`src/rtl/rtc_pkg.sv`:
```
`timescale 1ns/1ps
package rtc_pkg;

  localparam int REG_CNT = 8;

  typedef struct packed {
    logic [7:0] yr;
    logic [7:0] mon;
    logic [7:0] date;
    logic [7:0] day;
    logic [7:0] hr;
    logic [7:0] min;
    logic [7:0] sec;
  } cal_t;

  localparam cal_t CAL_RST = '{yr: 8'h00, mon: 8'h01, date: 8'h01, day: 8'h01,
                               hr: 8'h00, min: 8'h00, sec: 8'h00};

  // Bits of each register owned by the time counters.
  function automatic logic [7:0] fld_mask(input logic [2:0] k);
    case (k)
      3'd1, 3'd2: fld_mask = 8'h7F;
      3'd3, 3'd5: fld_mask = 8'h3F;
      3'd4:       fld_mask = 8'h07;
      3'd6:       fld_mask = 8'h1F;
      3'd7:       fld_mask = 8'hFF;
      default:    fld_mask = 8'h00;
    endcase
  endfunction

  function automatic logic [7:0] cal_get(input cal_t t, input logic [2:0] k);
    case (k)
      3'd1:    cal_get = t.sec;
      3'd2:    cal_get = t.min;
      3'd3:    cal_get = t.hr;
      3'd4:    cal_get = t.day;
      3'd5:    cal_get = t.date;
      3'd6:    cal_get = t.mon;
      3'd7:    cal_get = t.yr;
      default: cal_get = 8'h00;
    endcase
  endfunction

  function automatic cal_t cal_put(input cal_t t, input logic [2:0] k,
                                   input logic [7:0] v);
    cal_t r;
    r = t;
    case (k)
      3'd1:    r.sec  = v;
      3'd2:    r.min  = v;
      3'd3:    r.hr   = v;
      3'd4:    r.day  = v;
      3'd5:    r.date = v;
      3'd6:    r.mon  = v;
      3'd7:    r.yr   = v;
      default: r = t;
    endcase
    return r;
  endfunction

  function automatic logic [7:0] bcd_next(input logic [7:0] v);
    if (v[3:0] >= 4'd9) bcd_next = {v[7:4] + 4'd1, 4'd0};
    else                bcd_next = {v[7:4], v[3:0] + 4'd1};
  endfunction

  // {carry, next}: wraps to bottom once the value reaches top.
  function automatic logic [8:0] bcd_roll(input logic [7:0] v, input logic [7:0] top,
                                          input logic [7:0] bottom);
    if (v >= top) bcd_roll = {1'b1, bottom};
    else          bcd_roll = {1'b0, bcd_next(v)};
  endfunction

  function automatic logic [7:0] month_last(input logic [7:0] mon, input logic [7:0] yr);
    logic [7:0] ybin;
    ybin = ({4'd0, yr[7:4]} * 8'd10) + {4'd0, yr[3:0]};
    case (mon)
      8'h02:                      month_last = (ybin[1:0] == 2'b00) ? 8'h29 : 8'h28;
      8'h04, 8'h06, 8'h09, 8'h11: month_last = 8'h30;
      default:                    month_last = 8'h31;
    endcase
  endfunction

endpackage

```
`src/rtl/rtc_time_core.sv`:
```
`timescale 1ns/1ps
module rtc_time_core
  import rtc_pkg::*;
(
  input  logic       clk,
  input  logic       rst,
  input  logic       step,
  input  logic       load_all,
  input  cal_t       load_val,
  input  logic       fld_we,
  input  logic [2:0] fld_sel,
  input  logic [7:0] fld_val,
  output cal_t       cur_q,
  output cal_t       nxt
);

  cal_t adv;

  always_comb begin
    logic       c;
    logic [8:0] r;
    adv = cur_q;
    c   = step;
    r = bcd_roll(cur_q.sec, 8'h59, 8'h00);
    if (c) adv.sec = r[7:0];
    c = c & r[8];
    r = bcd_roll(cur_q.min, 8'h59, 8'h00);
    if (c) adv.min = r[7:0];
    c = c & r[8];
    r = bcd_roll(cur_q.hr, 8'h23, 8'h00);
    if (c) adv.hr = r[7:0];
    c = c & r[8];
    r = bcd_roll(cur_q.day, 8'h07, 8'h01);
    if (c) adv.day = r[7:0];
    r = bcd_roll(cur_q.date, month_last(cur_q.mon, cur_q.yr), 8'h01);
    if (c) adv.date = r[7:0];
    c = c & r[8];
    r = bcd_roll(cur_q.mon, 8'h12, 8'h01);
    if (c) adv.mon = r[7:0];
    c = c & r[8];
    r = bcd_roll(cur_q.yr, 8'h99, 8'h00);
    if (c) adv.yr = r[7:0];
  end

  always_comb begin
    if (load_all)    nxt = load_val;
    else if (fld_we) nxt = cal_put(adv, fld_sel, fld_val);
    else             nxt = adv;
  end

  always_ff @(posedge clk) begin
    if (rst) cur_q <= CAL_RST;
    else     cur_q <= nxt;
  end

endmodule

```
`src/rtl/rtc_ftest_div.sv`:
```
`timescale 1ns/1ps
module rtc_ftest_div #(
  parameter int FT_HALF = 2
) (
  input  logic clk,
  input  logic rst,
  input  logic en,
  input  logic tick,
  output logic wave
);

  localparam int CW = (FT_HALF > 1) ? $clog2(FT_HALF) : 1;
  localparam logic [CW-1:0] LAST = CW'(FT_HALF - 1);

  logic [CW-1:0] cnt_q;

  always_ff @(posedge clk) begin
    if (rst || !en) begin
      cnt_q <= '0;
      wave  <= 1'b0;
    end else if (tick) begin
      if (cnt_q == LAST) begin
        cnt_q <= '0;
        wave  <= ~wave;
      end else begin
        cnt_q <= cnt_q + 1'b1;
      end
    end
  end

endmodule

```
`src/rtl/rtc_regbank.sv`:
```
`timescale 1ns/1ps
module rtc_regbank
  import rtc_pkg::*;
#(
  parameter int ADDR_W  = 11,
  parameter int FT_HALF = 2
) (
  input  logic              clk,
  input  logic              rst,
  input  logic              tick_1hz,
  input  logic              bus_ce,
  input  logic              bus_we,
  input  logic              bus_oe,
  input  logic [ADDR_W-1:0] bus_addr,
  input  logic [7:0]        bus_wdata,
  output logic [7:0]        bus_rdata,
  output logic              bus_rdata_en,
  input  logic              pwr_fail,
  output logic              pwr_fail_n,
  output logic              ftest_out
);

  localparam int OFF_W = $clog2(REG_CNT);

  logic             win_hit;
  logic [OFF_W-1:0] off;
  logic             wr_acc, rd_acc;
  logic [7:0]       spare_q [REG_CNT];
  logic             wr_bit, rd_bit, osc_stop, ft_en, hold;
  logic             wr_release, fld_load, snap_wr;
  logic [7:0]       fld_in;
  cal_t             live_q, live_nxt, snap_q;

  assign win_hit = &bus_addr[ADDR_W-1:OFF_W];
  assign off     = bus_addr[OFF_W-1:0];
  assign wr_acc  = bus_ce & ~pwr_fail & win_hit & bus_we;
  assign rd_acc  = bus_ce & ~pwr_fail & win_hit & ~bus_we;
  assign fld_in  = bus_wdata & fld_mask(off);

  // Non-counter bits of every register: plain storage.
  for (genvar k = 0; k < REG_CNT; k++) begin : g_spare
    always_ff @(posedge clk) begin
      if (rst)
        spare_q[k] <= 8'h00;
      else if (wr_acc && off == OFF_W'(k))
        spare_q[k] <= bus_wdata & ~fld_mask(3'(k));
    end
  end

  assign wr_bit   = spare_q[0][7];
  assign rd_bit   = spare_q[0][6];
  assign osc_stop = spare_q[1][7];
  assign ft_en    = spare_q[4][6];
  assign hold     = wr_bit | rd_bit;

  assign wr_release = wr_acc && off == '0 && wr_bit && !bus_wdata[7];
  assign fld_load   = wr_acc && off != '0 && !wr_bit;
  assign snap_wr    = wr_acc && off != '0 && wr_bit;

  rtc_time_core core_i (
    .clk      (clk),
    .rst      (rst),
    .step     (tick_1hz & ~osc_stop),
    .load_all (wr_release),
    .load_val (snap_q),
    .fld_we   (fld_load),
    .fld_sel  (off),
    .fld_val  (fld_in),
    .cur_q    (live_q),
    .nxt      (live_nxt)
  );

  // Visible copy: tracks the counters unless a hold bit is set.
  always_ff @(posedge clk) begin
    if (rst)          snap_q <= CAL_RST;
    else if (!hold)   snap_q <= live_nxt;
    else if (snap_wr) snap_q <= cal_put(snap_q, off, fld_in);
  end

  always_ff @(posedge clk) begin
    if (rst) begin
      bus_rdata    <= 8'h00;
      bus_rdata_en <= 1'b0;
      pwr_fail_n   <= 1'b1;
    end else begin
      bus_rdata    <= rd_acc ? (cal_get(snap_q, off) | spare_q[off]) : 8'h00;
      bus_rdata_en <= rd_acc & bus_oe;
      pwr_fail_n   <= ~pwr_fail;
    end
  end

  rtc_ftest_div #(.FT_HALF(FT_HALF)) ftest_i (
    .clk  (clk),
    .rst  (rst),
    .en   (ft_en & ~osc_stop),
    .tick (tick_1hz),
    .wave (ftest_out)
  );

endmodule

```
`config.mk`:
```
export PLATFORM = sky130hd
export DESIGN_NAME = rtc_regbank
export DESIGN_NICKNAME = d
export VERILOG_FILES = /design/src/rtl/rtc_pkg.sv /design/src/rtl/rtc_time_core.sv /design/src/rtl/rtc_ftest_div.sv /design/src/rtl/rtc_regbank.sv
export SDC_FILE = /design/constraint.sdc
export NUM_CORES = 1
export LEC_CHECK = 0
export BUFFER_PORTS_ARGS = -buffer_cell sky130_fd_sc_hd__buf_4
export CORE_ASPECT_RATIO = 1.5
export CORE_MARGIN = 3
export CORE_UTILIZATION = 35
export DETAILED_ROUTE_END_ITERATION = 10
export PLACE_DENSITY = 0.51
export SYNTH_ARGS = -nofsm -noshare
export SYNTH_HDL_FRONTEND = slang
export SYNTH_HIERARCHICAL = 1
export SYNTH_SLANG_ARGS = --single-unit
export TNS_END_PERCENT = 1
```
`constraint.sdc`:
```
create_clock -name clk -period 9.46 [get_ports clk]
set_input_delay 1.892 -clock clk [delete_from_list [all_inputs] [get_ports clk]]
set_output_delay 1.892 -clock clk [all_outputs]
set_load 0.01 [all_outputs]
```
==> results of run 1 <==
## flip-flops by register name, summed over array words and instances (netlist names)
name,count
core_i/cur_q,56
snap_q,56
spare_q,22
bus_rdata,8
bus_rdata_en,1
ftest_i/cnt_q,1
ftest_i/wave,1
pwr_fail_n,1
## final timing paths
| path | cells after the start | from | end | slack, ns |
|---|---|---|---|---|
| setup / recovery | 11 | pwr_fail | snap_q[21] | 4.44 |
| hold / removal | 2 | snap_q[7] | snap_q[7] | 0.50 |
| setup reg to reg | 15 | core_i/cur_q[40] | snap_q[36] | 5.24 |
| hold reg to reg | 2 | snap_q[7] | snap_q[7] | 0.50 |
## layer usage
metal,share of wire (%),track usage [%],vias up,wire length [um]
li1,-,-,4267,-
met2,50,37.20,217,16240
met3,3.5,2.927,43,1123
met4,3.1,8.058,0,1013
met1,43,28.37,4343,14020
met5,0,0,-,0
## per-stage QoR
stage,power [mW],hold WS [ns],worst slack (ns)
detailed placement,0.7915,0.4794,4.106
global route,1.534,0.5105,4.244
finish,1.489,0.4971,4.444
global placement,0.7911,0.4767,4.153
CTS,1.499,0.4953,4.547
floorplan,0.7434,0.4526,4.750
## synthesized netlist by cell type (4+ instances only)
cell and number:
a22oi_1 7, dfxtp_1 124, nand3_1 34, nand2b_1 6, nor4_4 5, a2111oi_1 4, a31oi_1 21, inv_1 41
o21ai_0 39, nor2_1 146, buf_2 13, nand3b_1 7, o31a_1 8, a211oi_1 30, buf_4 8, o31ai_1 13
and3_1 18, nand2_1 93, a21oi_1 66, edfxtp_1 22, nor4_1 28, nand4_1 10, o21bai_1 4, or2_2 7
or4_1 5, nor3_1 65, nor3b_1 8, o32ai_1 4, a2111oi_0 11, a311oi_1 7, o211ai_1 10, nor2b_1 36
o311a_1 4, a221oi_1 5, mux2i_1 13, a41oi_1 4, and2_1 18, or3_1 8, ha_1 41, mux4_2 8
clkbuf_1 52, a21o_1 10, o22ai_1 4, a31o_2 5, o2bb2ai_1 6
## kinds of logic (layout without fill, tap and decap cells)
logic type                 count (synthesis)  count (layout)  share of synthesized area, %
buffers and inverters                    122             126                         5.576
adders and majority gates                 41              41                         5.418
muxes                                     24              24                         3.634
and+or+nand+nor                          522             522                         29.49
DFF                                      146             146                         33.19
AOI/OAI and AO/OA                        297             297                         22.23
xor gates and xnor gates                   5               5                        0.4626
## power by group through the flow
stage | clock (mW) | sequential, mW | combinational, mW
floorplan | 0 | 0.665 | 0.0782
global placement | 0 | 0.673 | 0.118
detailed placement | 0 | 0.673 | 0.119
CTS | 0.721 | 0.659 | 0.119
global route | 0.744 | 0.660 | 0.130
finish | 0.710 | 0.660 | 0.120
## final cells by class
cell class,instances,area [um2]
fillers,2713,16040
multi-input cells,889,5812
flip-flops and latches,146,3143
clock buffers,21,493.0
well taps,337,421.7
repair buffers,51,382.9
inverters,43,161.4
clock inverters,11,122.6
## worst max-delay path, cell delays in order
cell       delay, ns
buf_4           0.11
and4b_1         0.38
nand3_1         0.35
nor3b_1         0.59
nor2b_1         0.57
nand3_1         0.37
and3_1          0.29
a2111oi_0       0.47
nor2_1          0.10
nor2_1          0.12
nor4_1          0.06
==> out/results.tsv, run 1 <==
stage	metric	value	unit
run_status	status	completed	
grt	initial antenna violation count	0	
power_and_ir_drop	internal power	1.112	mW
route	DRT iter0 DRCs	621	
yosys	Unique masters post-synth	94	
clock_network	setup bufs post-CTS	0	
clock_network	Root Driver	clkbuf_16	
power_and_ir_drop	Peak supply drop	0.0001085	V
critical_path	Startpoint Class	primary input	
clock_network	post-cts resize count	0	
power_and_ir_drop	clock share of power	47.7	%
layout	Layout area overhead	11.27	%
sta	actual slew at the worst max-slew pin	1.123	ns
layout	Nets	1215	
power_and_ir_drop	Sw Ratio	25.33	%
layout	Layout Cells excl Fill	1498	
grt	vias in the first global route	8593	
grt	largest net degree at the start of global routing	75	
floorplan	io pins	37	
layout	Core Util, Final	39.64	%
placed_design	routability-driven placement congestion ratio	0.8455	
route	antenna violation net count after detailed routing	0	
floorplan	Die Ht	207.5	um
sta	Fin Setup TNS	0	ns
route	vias	8870	
sta	Slew Limit Headroom	24.88	%
sta	worst clock skew	0.008444	ns
sta	RSZ-0062 raised after global routing	false	
clock_network	clock latency at the later pin of the worst-skew pair	0.43	ns
worst_hold_path	worst min path class	reg -> reg	
critical_path	worst-path fanout max	9	
floorplan	Core Region	26580	um2
layout	n_diodes	0	
yosys	area leader, netlist	dfxtp_1	
floorplan	die area	29110	um2
layout	post-route cell area	10540	um2
power_and_ir_drop	Leakage	4.034	nW
critical_path	Arr. time, crit path	5.30	ns
placed_design	area of placed instances	9921	um2
yosys	Post-synth ARST share	0	%
grt	first-pass GRT wire length	50200	um
yosys	Synth Net Count	1224	
placed_design	port buffer count	36	
yosys	cell count after synthesis	1157	
run	max-cap viol count	0	
clock_network	Hold Buf Count CTS	0	
sta	post-route minimum period	5.016	ns
power_and_ir_drop	Psw	377.2	uW
clock_network	CTS tree	done	
sta	FMAX	0.1994	GHz
layout	share of cells above drive strength 1	12.06	%
power_and_ir_drop	Power Density	141.3	nW/um2
yosys	mean post-synth cell area	8.184	um2
grt	gr usage total	21.95	%
layout	commonest cells after routing, fill and taps aside	nor2_1 (145), dfxtp_1 (124), nand2_1 (93)	
floorplan	Starting Density	35.63	%
route	router iterations before antenna repair	5	
yosys	top cell type's share of synthesized area	26.22	%
sta	Final Hold Fails	0	
floorplan	# rows	73	
critical_path	Setup CP Type	in -> reg	
route	final wirelength	32390	um
power_and_ir_drop	Sequential Power Share	44.3	%
placed_design	Inst Count DP	1466	
yosys	Yosys warnings	6	
yosys	Synth Flop Type	dfxtp_1	
yosys	sequential area share after synthesis	33.19	%
floorplan	Die X	140.3	um
clock_network	Clock Path Buffers	2	
grt	GR Overflow Total	0	
layout	commonest non-fill, non-tap cell in the layout	nor2_1	
placed_design	HPWL after detailed placement	23230	um
sta	final setup vio count	0	
critical_path	critical path data required time	9.75	ns
yosys	Yosys reg bits	146	
clock_network	total CTS buffers	17	
clock_network	H-tree depth	4	
yosys	Synth area leaders	dfxtp_1 (26%), edfxtp_1 (7.0%), nor2_1 (5.8%)	
critical_path	CP endpoint kind	register	
route	drt wl/cell	21.62	um
clock_network	clk sinks	146	
route	Vias per Instance	5.921	
yosys	number of flops mapped to enable cells by yosys	22	
route	Post-route DRC	0	
sta	Final period util	53.02	%
power_and_ir_drop	combinational fraction of design power	8.0	%
clock_network	clk slew on worst S/H paths	0.07	ns
yosys	Mapped Area	9469	um2
sta	Max Transition Viols Final	0	
(Power assumes the default switching activity.)
==> inputs of run 2 (changes only) <==
--- a/config.mk
+++ b/config.mk
@@ -5,6 +5,7 @@
 export SDC_FILE = /design/constraint.sdc
 export NUM_CORES = 1
 export LEC_CHECK = 0
+export ABC_AREA = 1
 export BUFFER_PORTS_ARGS = -buffer_cell sky130_fd_sc_hd__buf_4
 export CORE_ASPECT_RATIO = 1.5
 export CORE_MARGIN = 3
==> constraint.sdc (replaced) <==
create_clock -name clk -period 5.1 [get_ports clk]
set_input_delay 1.02 -clock clk [delete_from_list [all_inputs] [get_ports clk]]
set_output_delay 1.02 -clock clk [all_outputs]
set_load 0.01 [all_outputs]
==> out/results.tsv, run 2 <==
stage	metric	value	unit	change
yosys	Synth Flop Type	dfxtp_1		
route	Vias per Instance	5.157		-13%
grt	first-pass GRT wire length	54360	um	+8.3%
floorplan	die area	30440	um2	+4.6%
layout	commonest cells after routing, fill and taps aside	nand2_1 (495), inv_1 (192), nor2_1 (174)		
sta	post-route minimum period	3.764	ns	
critical_path	R2R Path Start	core_i/cur_q[40]		
placed_design	Inst Count DP	1904		+30%
critical_path	R2R depth	22		+7
clock_network	clock latency at the later pin of the worst-skew pair	0.45	ns	+0.02 ns
critical_path	CP max-delay cell	nor3_1		
yosys	Mapped Area	9920	um2	+4.8%
layout	Layout Cells excl Fill	1936		+29%
yosys	Synth Area in Simple Gates	38.71	%	+9.2 points
power_and_ir_drop	Final Power	2.838	mW	+91%
clock_network	Root Driver	clkbuf_16		
run	max-cap viol count	0		unchanged
clock_network	clk slew on worst S/H paths	0.06	ns	about the same
yosys	Yosys warnings	6		unchanged
layout	commonest non-fill, non-tap cell in the layout	nand2_1		
floorplan	# rows	74		+1.4%
layout	# fillers	3038		+12%
critical_path	most frequent CP cell	nand2_1		
critical_path	Setup CP Type	in -> reg		
power_and_ir_drop	Power Density	255.7	nW/um2	+81%
grt	gr usage total	23.55	%	+1.6 points
power_and_ir_drop	Leakage	5.515	nW	+37%
floorplan	Die Ht	212.2	um	+2.3%
critical_path	worst-path fanout max	17		+8
route	DR top layer	met4		
critical_path	worst setup path start	bus_addr[2]		
worst_hold_path	Min-Delay Startpoint	snap_q[15]		
yosys	mean post-synth cell area	6.306	um2	-23%
worst_hold_path	Min-Delay Path Depth	2		unchanged
grt	vias in the first global route	9488		+10%
yosys	Synth Area in Compound Gates	12.45	%	-9.8 points
yosys	Post-Synth Adder-Cell Area	5.172	%	-0.25 points
sta	actual slew at the worst max-slew pin	0.9755	ns	-0.1472 ns
layout	n_diodes	0		unchanged
floorplan	Die X	143.5	um	+2.2%
critical_path	CP Depth	18		+7
yosys	top cell type's share of synthesized area	25.03	%	-1.2 points
critical_path	CP peak stage delay	0.49	ns	-0.10 ns
route	wire length on met2	18110	um	+12%
yosys	number of flops mapped to enable cells by yosys	22		unchanged
layout	area of the multi-input gates	5743	um2	-1.2%
yosys	Synth area leaders	dfxtp_1 (25%), nand2_1 (19%), inv_1 (7.3%)		
route	Post-route DRC	0		unchanged
yosys	main combinational cell family by area after synthesis	simple AND/OR/NAND/NOR gates		
grt	largest net degree at the start of global routing	67		-11%
route	antenna violation net count after detailed routing	0		unchanged
layout	Layout area overhead	11.88	%	
critical_path	worst-path cell chain	buf_4, inv_2, nand2_2, inv_2, nor3_1, nand2_1, nor3_1, inv_1, o21ai_0, inv_1, nand3_1, nand2_1, nand2_1, inv_1, nand2_1, nand2_1, nor2_1, nor2_1		
yosys	Synth Area in XOR/XNOR	1.413	%	+0.95 points
worst_hold_path	worst min path class	reg -> reg		
route	drt wl/cell	18.47	um	-15%
route	DRT iter0 DRCs	621		unchanged
route	router iterations before antenna repair	6		+1
yosys	Yosys reg bits	146		unchanged
run_status	status	completed		
clock_network	total CTS buffers	17		unchanged
floorplan	Starting Density	35.95	%	+0.33 points
placed_design	HPWL after detailed placement	26480	um	+14%
sta	Final period util	73.81	%	
sta	Fin Setup TNS	0	ns	unchanged
clock_network	Clock Path Buffers	2		unchanged
critical_path	Arr. time, crit path	4.11	ns	-1.19 ns
sta	Max Transition Viols Final	0		unchanged
yosys	Synth top cells by count	nand2_1 (495), inv_1 (193), nor2_1 (176)		
sta	RSZ-0062 raised after global routing	false		
sta	final setup vio count	0		unchanged
route	vias	9983		+13%
clock_network	H-tree depth	4		unchanged
clock_network	clk sinks	146		unchanged
route	met3 wire length	1203	um	+7.1%
layout	share of cells above drive strength 1	8.595	%	-3.5 points
route	final wirelength	35750	um	+10%
sta	Slew Limit Headroom	34.97	%	+10 points
grt	GR Overflow Total	0		unchanged
yosys	Synth Net Count	1640		+34%
clock_network	post-cts resize count	0		unchanged
clock_network	setup bufs post-CTS	0		unchanged
critical_path	Startpoint Class	primary input		
sta	worst clock skew	0.008329	ns	-0.0001148 ns
grt	initial antenna violation count	0		unchanged
yosys	top-count cell post-synth	nand2_1		
placed_design	routability-driven placement congestion ratio	0.9451		+12%
sta	FMAX	0.2657	GHz	
critical_path	critical path data required time	5.45	ns	-4.30 ns
sta	Final Hold Fails	0		unchanged
yosys	sequential area share after synthesis	31.69	%	-1.5 points
clock_network	Hold Buf Count CTS	0		unchanged
critical_path	CP endpoint kind	register		
route	Metal-1 WL	14630	um	+4.4%
yosys	multiplexer share of the synthesized area	0	%	-3.6 points
yosys	Post-synth ARST share	0	%	unchanged
yosys	cell count after synthesis	1573		+36%
layout	Nets	1648		+36%
layout	FF/Latch Area	3143	um2	unchanged
floorplan	Core Region	27590	um2	+3.8%
critical_path	Worst Path Buf+Inv	6		+5
layout	Largest regs	core_i/cur_q x56, snap_q x56, spare_q x22		
yosys	area leader, netlist	dfxtp_1		
placed_design	port buffer count	36		unchanged
clock_network	CTS tree	done		
power_and_ir_drop	Peak supply drop	0.0001779	V	+64%
critical_path	delay-heaviest family, CP	simple AND/OR/NAND/NOR gates		
floorplan	io pins	37		unchanged
yosys	Unique masters post-synth	49		-48%
-- run 2: cell types whose count changed in the layout (fill, tap and decap cells not counted), moves of 28 or more --
cell,delta
a211oi_1,-30
nor2b_1,-36
nor4_1,-28
inv_1,+151
nor2_1,+29
nor3_1,-55
a21oi_1,+30
nand2_1,+402
nand3_1,+80
-- run 2: layer usage --
layer	track usage [%]	vias up
li1	-	5039
met1	27.67	4645
met2	41.37	218
met3	3.150	81
met4	12.22	0
met5	0	-
-- run 2: cells by family after synthesis --
group / after synthesis
AND/OR/NAND/NOR: 888
flip-flops: 146
XOR/XNOR: 16
adder cells (fa/ha/maj): 41
AO/OA/AOI/OAI: 218
buffers and inverters: 264
-- run 2: area by class of cell --
cell class | instances | share of cell area (%)
multi-input cells | 1163 | 51.75
flip-flops and latches | 146 | 28.32
inverters | 200 | 6.764
clock buffers | 23 | 4.679
well taps | 342 | 3.856
repair buffers | 53 | 3.585
clock inverters | 9 | 1.048
-- run 2: power by group --
group          switching (mW)  internal, mW  leakage, nW  total (mW)
Sequential             0.0277          1.20         1.22        1.23
Clock                   0.537         0.819        0.312        1.36
Combinational           0.182        0.0714         3.99       0.253
Total                   0.747          2.09         5.51        2.84
-- run 2: path summary, 6_finish.rpt --
| kind | to | slack [ns] |
|---|---|---|
| setup / recovery | snap_q[28] | 1.34 |
| hold / removal | snap_q[15] | 0.50 |
| setup reg to reg | snap_q[44] | 1.46 |
| hold reg to reg | snap_q[15] | 0.50 |
-- run 2: stage by stage --
step | area (um2) | util, % | hold WS (ns) | setup slack [ns]
after detailed placement | 10460 | 37.92 | 0.4885 | 0.9861
final | 11100 | 40.22 | 0.4980 | 1.336
after global routing | 11100 | 40.22 | 0.5274 | 0.9491
after floorplan | 9920 | - | 0.4514 | 2.006
after global placement | 10460 | 37.92 | 0.4821 | 1.050
after CTS | 11100 | 40.22 | 0.4977 | 1.378
-- run 2: worst register-to-register path: cells and delay by family, from the launching register on --
family / cells / cell delay (ns)
buffers and inverters: 6 / 0.55
AOI/OAI and AO/OA: 2 / 0.33
adders and majority gates: 2 / 0.45
DFF: 1 / 0.35
and+or+nand+nor: 12 / 1.90
==> inputs of run 3 (changes only) <==
--- a/config.mk
+++ b/config.mk
@@ -11,7 +11,7 @@
 export CORE_MARGIN = 3
 export CORE_UTILIZATION = 35
 export DETAILED_ROUTE_END_ITERATION = 10
-export PLACE_DENSITY = 0.51
+export PLACE_DENSITY = 0.53
 export SYNTH_ARGS = -nofsm -noshare
 export SYNTH_HDL_FRONTEND = slang
 export SYNTH_HIERARCHICAL = 1
==> constraint.sdc (replaced) <==
create_clock -name clk -period 3.1 [get_ports clk]
set_input_delay 0.62 -clock clk [delete_from_list [all_inputs] [get_ports clk]]
set_output_delay 0.62 -clock clk [all_outputs]
set_load 0.01 [all_outputs]
==> out/results.tsv, run 3 (synthesized netlist as in run 2, its figures left out) <==
stage	metric	value	unit	change
critical_path	critical path data required time	3.44	ns	-2.01 ns
layout	Core Util, Final	42.94	%	+2.7 points
power_and_ir_drop	Final Power	4.486	mW	+58%
placed_design	HPWL after detailed placement	26820	um	+1.3%
sta	Fin Setup TNS	0	ns	unchanged
worst_hold_path	Min-Delay Path Depth	2		unchanged
critical_path	R2R depth	23		+4.5%
floorplan	Die X	143.5	um	unchanged
clock_network	Clock Path Buffers	2		unchanged
placed_design	area of placed instances	11220	um2	+7.3%
route	final wirelength	35930	um	+0.51%
sta	final setup vio count	0		unchanged
power_and_ir_drop	Leakage	5.966	nW	+8.2%
floorplan	Starting Density	35.95	%	unchanged
route	vias	10510		+5.2%
floorplan	die area	30440	um2	unchanged
worst_hold_path	worst min path class	in -> reg		
placed_design	routability-driven placement congestion ratio	0.9405		-0.49%
layout	commonest non-fill, non-tap cell in the layout	nand2_1		
layout	FF/Latch Area	3146	um2	about the same
sta	Max Transition Viols Final	0		unchanged
clock_network	clk slew on worst S/H paths	0.06	ns	about the same
layout	share of cells above drive strength 1	14.25	%	+5.7 points
layout	area of the multi-input gates	5776	um2	+0.57%
route	Post-route DRC	0		unchanged
clock_network	Root Driver	clkbuf_16		
sta	Slew Limit Headroom	51.17	%	+16 points
layout	Layout area overhead	19.44	%	
critical_path	Setup CP Type	reg -> reg		
clock_network	H-tree depth	4		unchanged
layout	post-route cell area	11850	um2	+6.8%
power_and_ir_drop	Power Density	378.7	nW/um2	+48%
route	Vias per Instance	5.166		+0.18%
clock_network	total CTS buffers	17		unchanged
placed_design	Place WS	-0.1502	ns	-1.136 ns
placed_design	port buffer count	36		unchanged
floorplan	Core Region	27590	um2	unchanged
sta	actual slew at the worst max-slew pin	0.7324	ns	-0.2430 ns
route	DRT iter0 DRCs	851		+37%
floorplan	Die Ht	212.2	um	unchanged
grt	first-pass GRT wire length	55220	um	+1.6%
critical_path	Arr. time, crit path	3.16	ns	-0.95 ns
floorplan	io pins	37		unchanged
clock_network	Hold Buf Count CTS	0		unchanged
floorplan	# rows	74		unchanged
sta	FMAX	0.3543	GHz	
critical_path	Startpoint Class	register		
grt	GR Overflow Total	0		unchanged
grt	vias in the first global route	10130		+6.7%
grt	largest net degree at the start of global routing	56		-16%
sta	Final Hold Fails	0		unchanged
layout	Largest regs	core_i/cur_q x56, snap_q x56, spare_q x22		
grt	initial antenna violation count	0		unchanged
critical_path	worst-path fanout max	5		-12
sta	worst clock skew	0.006625	ns	-0.001704 ns
layout	Nets	1746		+5.9%
grt	gr usage total	23.67	%	+0.11 points
route	router iterations before antenna repair	5		-1
run	max-cap viol count	0		unchanged
run_status	status	completed		
power_and_ir_drop	Peak supply drop	0.0003498	V	+97%
sta	Final Worst Setup Slack	0.2772	ns	-1.058 ns
sta	Final period util	91.06	%	
sta	post-route minimum period	2.823	ns	
critical_path	CP endpoint kind	register		
clock_network	clk sinks	146		unchanged
clock_network	CTS tree	done		
route	drt wl/cell	17.67	um	-4.3%
route	antenna violation net count after detailed routing	0		unchanged
layout	commonest cells after routing, fill and taps aside	nand2_1 (495), inv_1 (190), nor2_1 (173)		
layout	# fillers	2976		-2.0%
clock_network	clock latency at the later pin of the worst-skew pair	0.45	ns	about the same
## run 3: metrics by stage
stage / std cells / hold slack [ns]
final: 2034 / 0.3374
after global placement: 2002 / 0.4809
after global routing: 2033 / 0.3274
after floorplan: 1573 / 0.4514
after CTS: 2033 / 0.3181
after detailed placement: 2002 / 0.4849
## run 3: path summary, 6_finish.rpt
check | start | endpoint | slack, ns
setup / recovery | core_i/cur_q[40] | snap_q[37] | 0.28
hold reg to reg | snap_q[49] | core_i/cur_q[49] | 0.49
setup reg to reg | core_i/cur_q[40] | snap_q[37] | 0.28
hold / removal | pwr_fail | pwr_fail_n | 0.34
## run 3: layout make-up
type,count,area share (%)
multi-input cells,1163,48.75
clock inverters,7,0.3907
repair buffers,151,9.917
clock buffers,24,4.425
flip-flops and latches,146,26.55
diodes,1,0.02112
inverters,200,6.336
well taps,342,3.612
## run 3: power by group
group / internal (mW) / total [mW] / switching, mW
sequential: 1.97 / 2.02 / 0.0438
combinational: 0.147 / 0.455 / 0.308
clock: 1.17 / 2.01 / 0.839
total: 3.30 / 4.49 / 1.19
## run 3: worst max-delay path, stage by stage, from the launching register on
cell,delay (ns)
dfxtp_2,0.32
inv_2,0.07
ha_1,0.17
inv_1,0.06
nor3_2,0.21
inv_2,0.07
buf_4,0.14
ha_1,0.28
inv_1,0.05
nor2_2,0.09
nand2_1,0.06
nand2_1,0.06
nand2_1,0.08
nand3_4,0.15
buf_4,0.14
nor2_1,0.04
nand2_1,0.07
o21ai_2,0.07
o21bai_1,0.18
nand2_1,0.08
nand2_1,0.07
nand2_1,0.06
a21oi_1,0.12
nor2_1,0.06
## run 3: per-layer routing
layer / vias to the layer above / share of wire (%) / GRT usage (%)
met3: 94 / 4.5 / 3.848
met5: - / 0 / 0
met4: 0 / 5.1 / 12.41
li1: 5245 / - / -
met2: 342 / 51 / 42.48
met1: 4826 / 39 / 26.53
## run 3: timing repair
| action | CTS | global route |
|---|---|---|
| setup buffers | 0 | 1 |
| gates resized for setup | 0 | 18 |
| setup endpoints to repair | 0 | 25 |
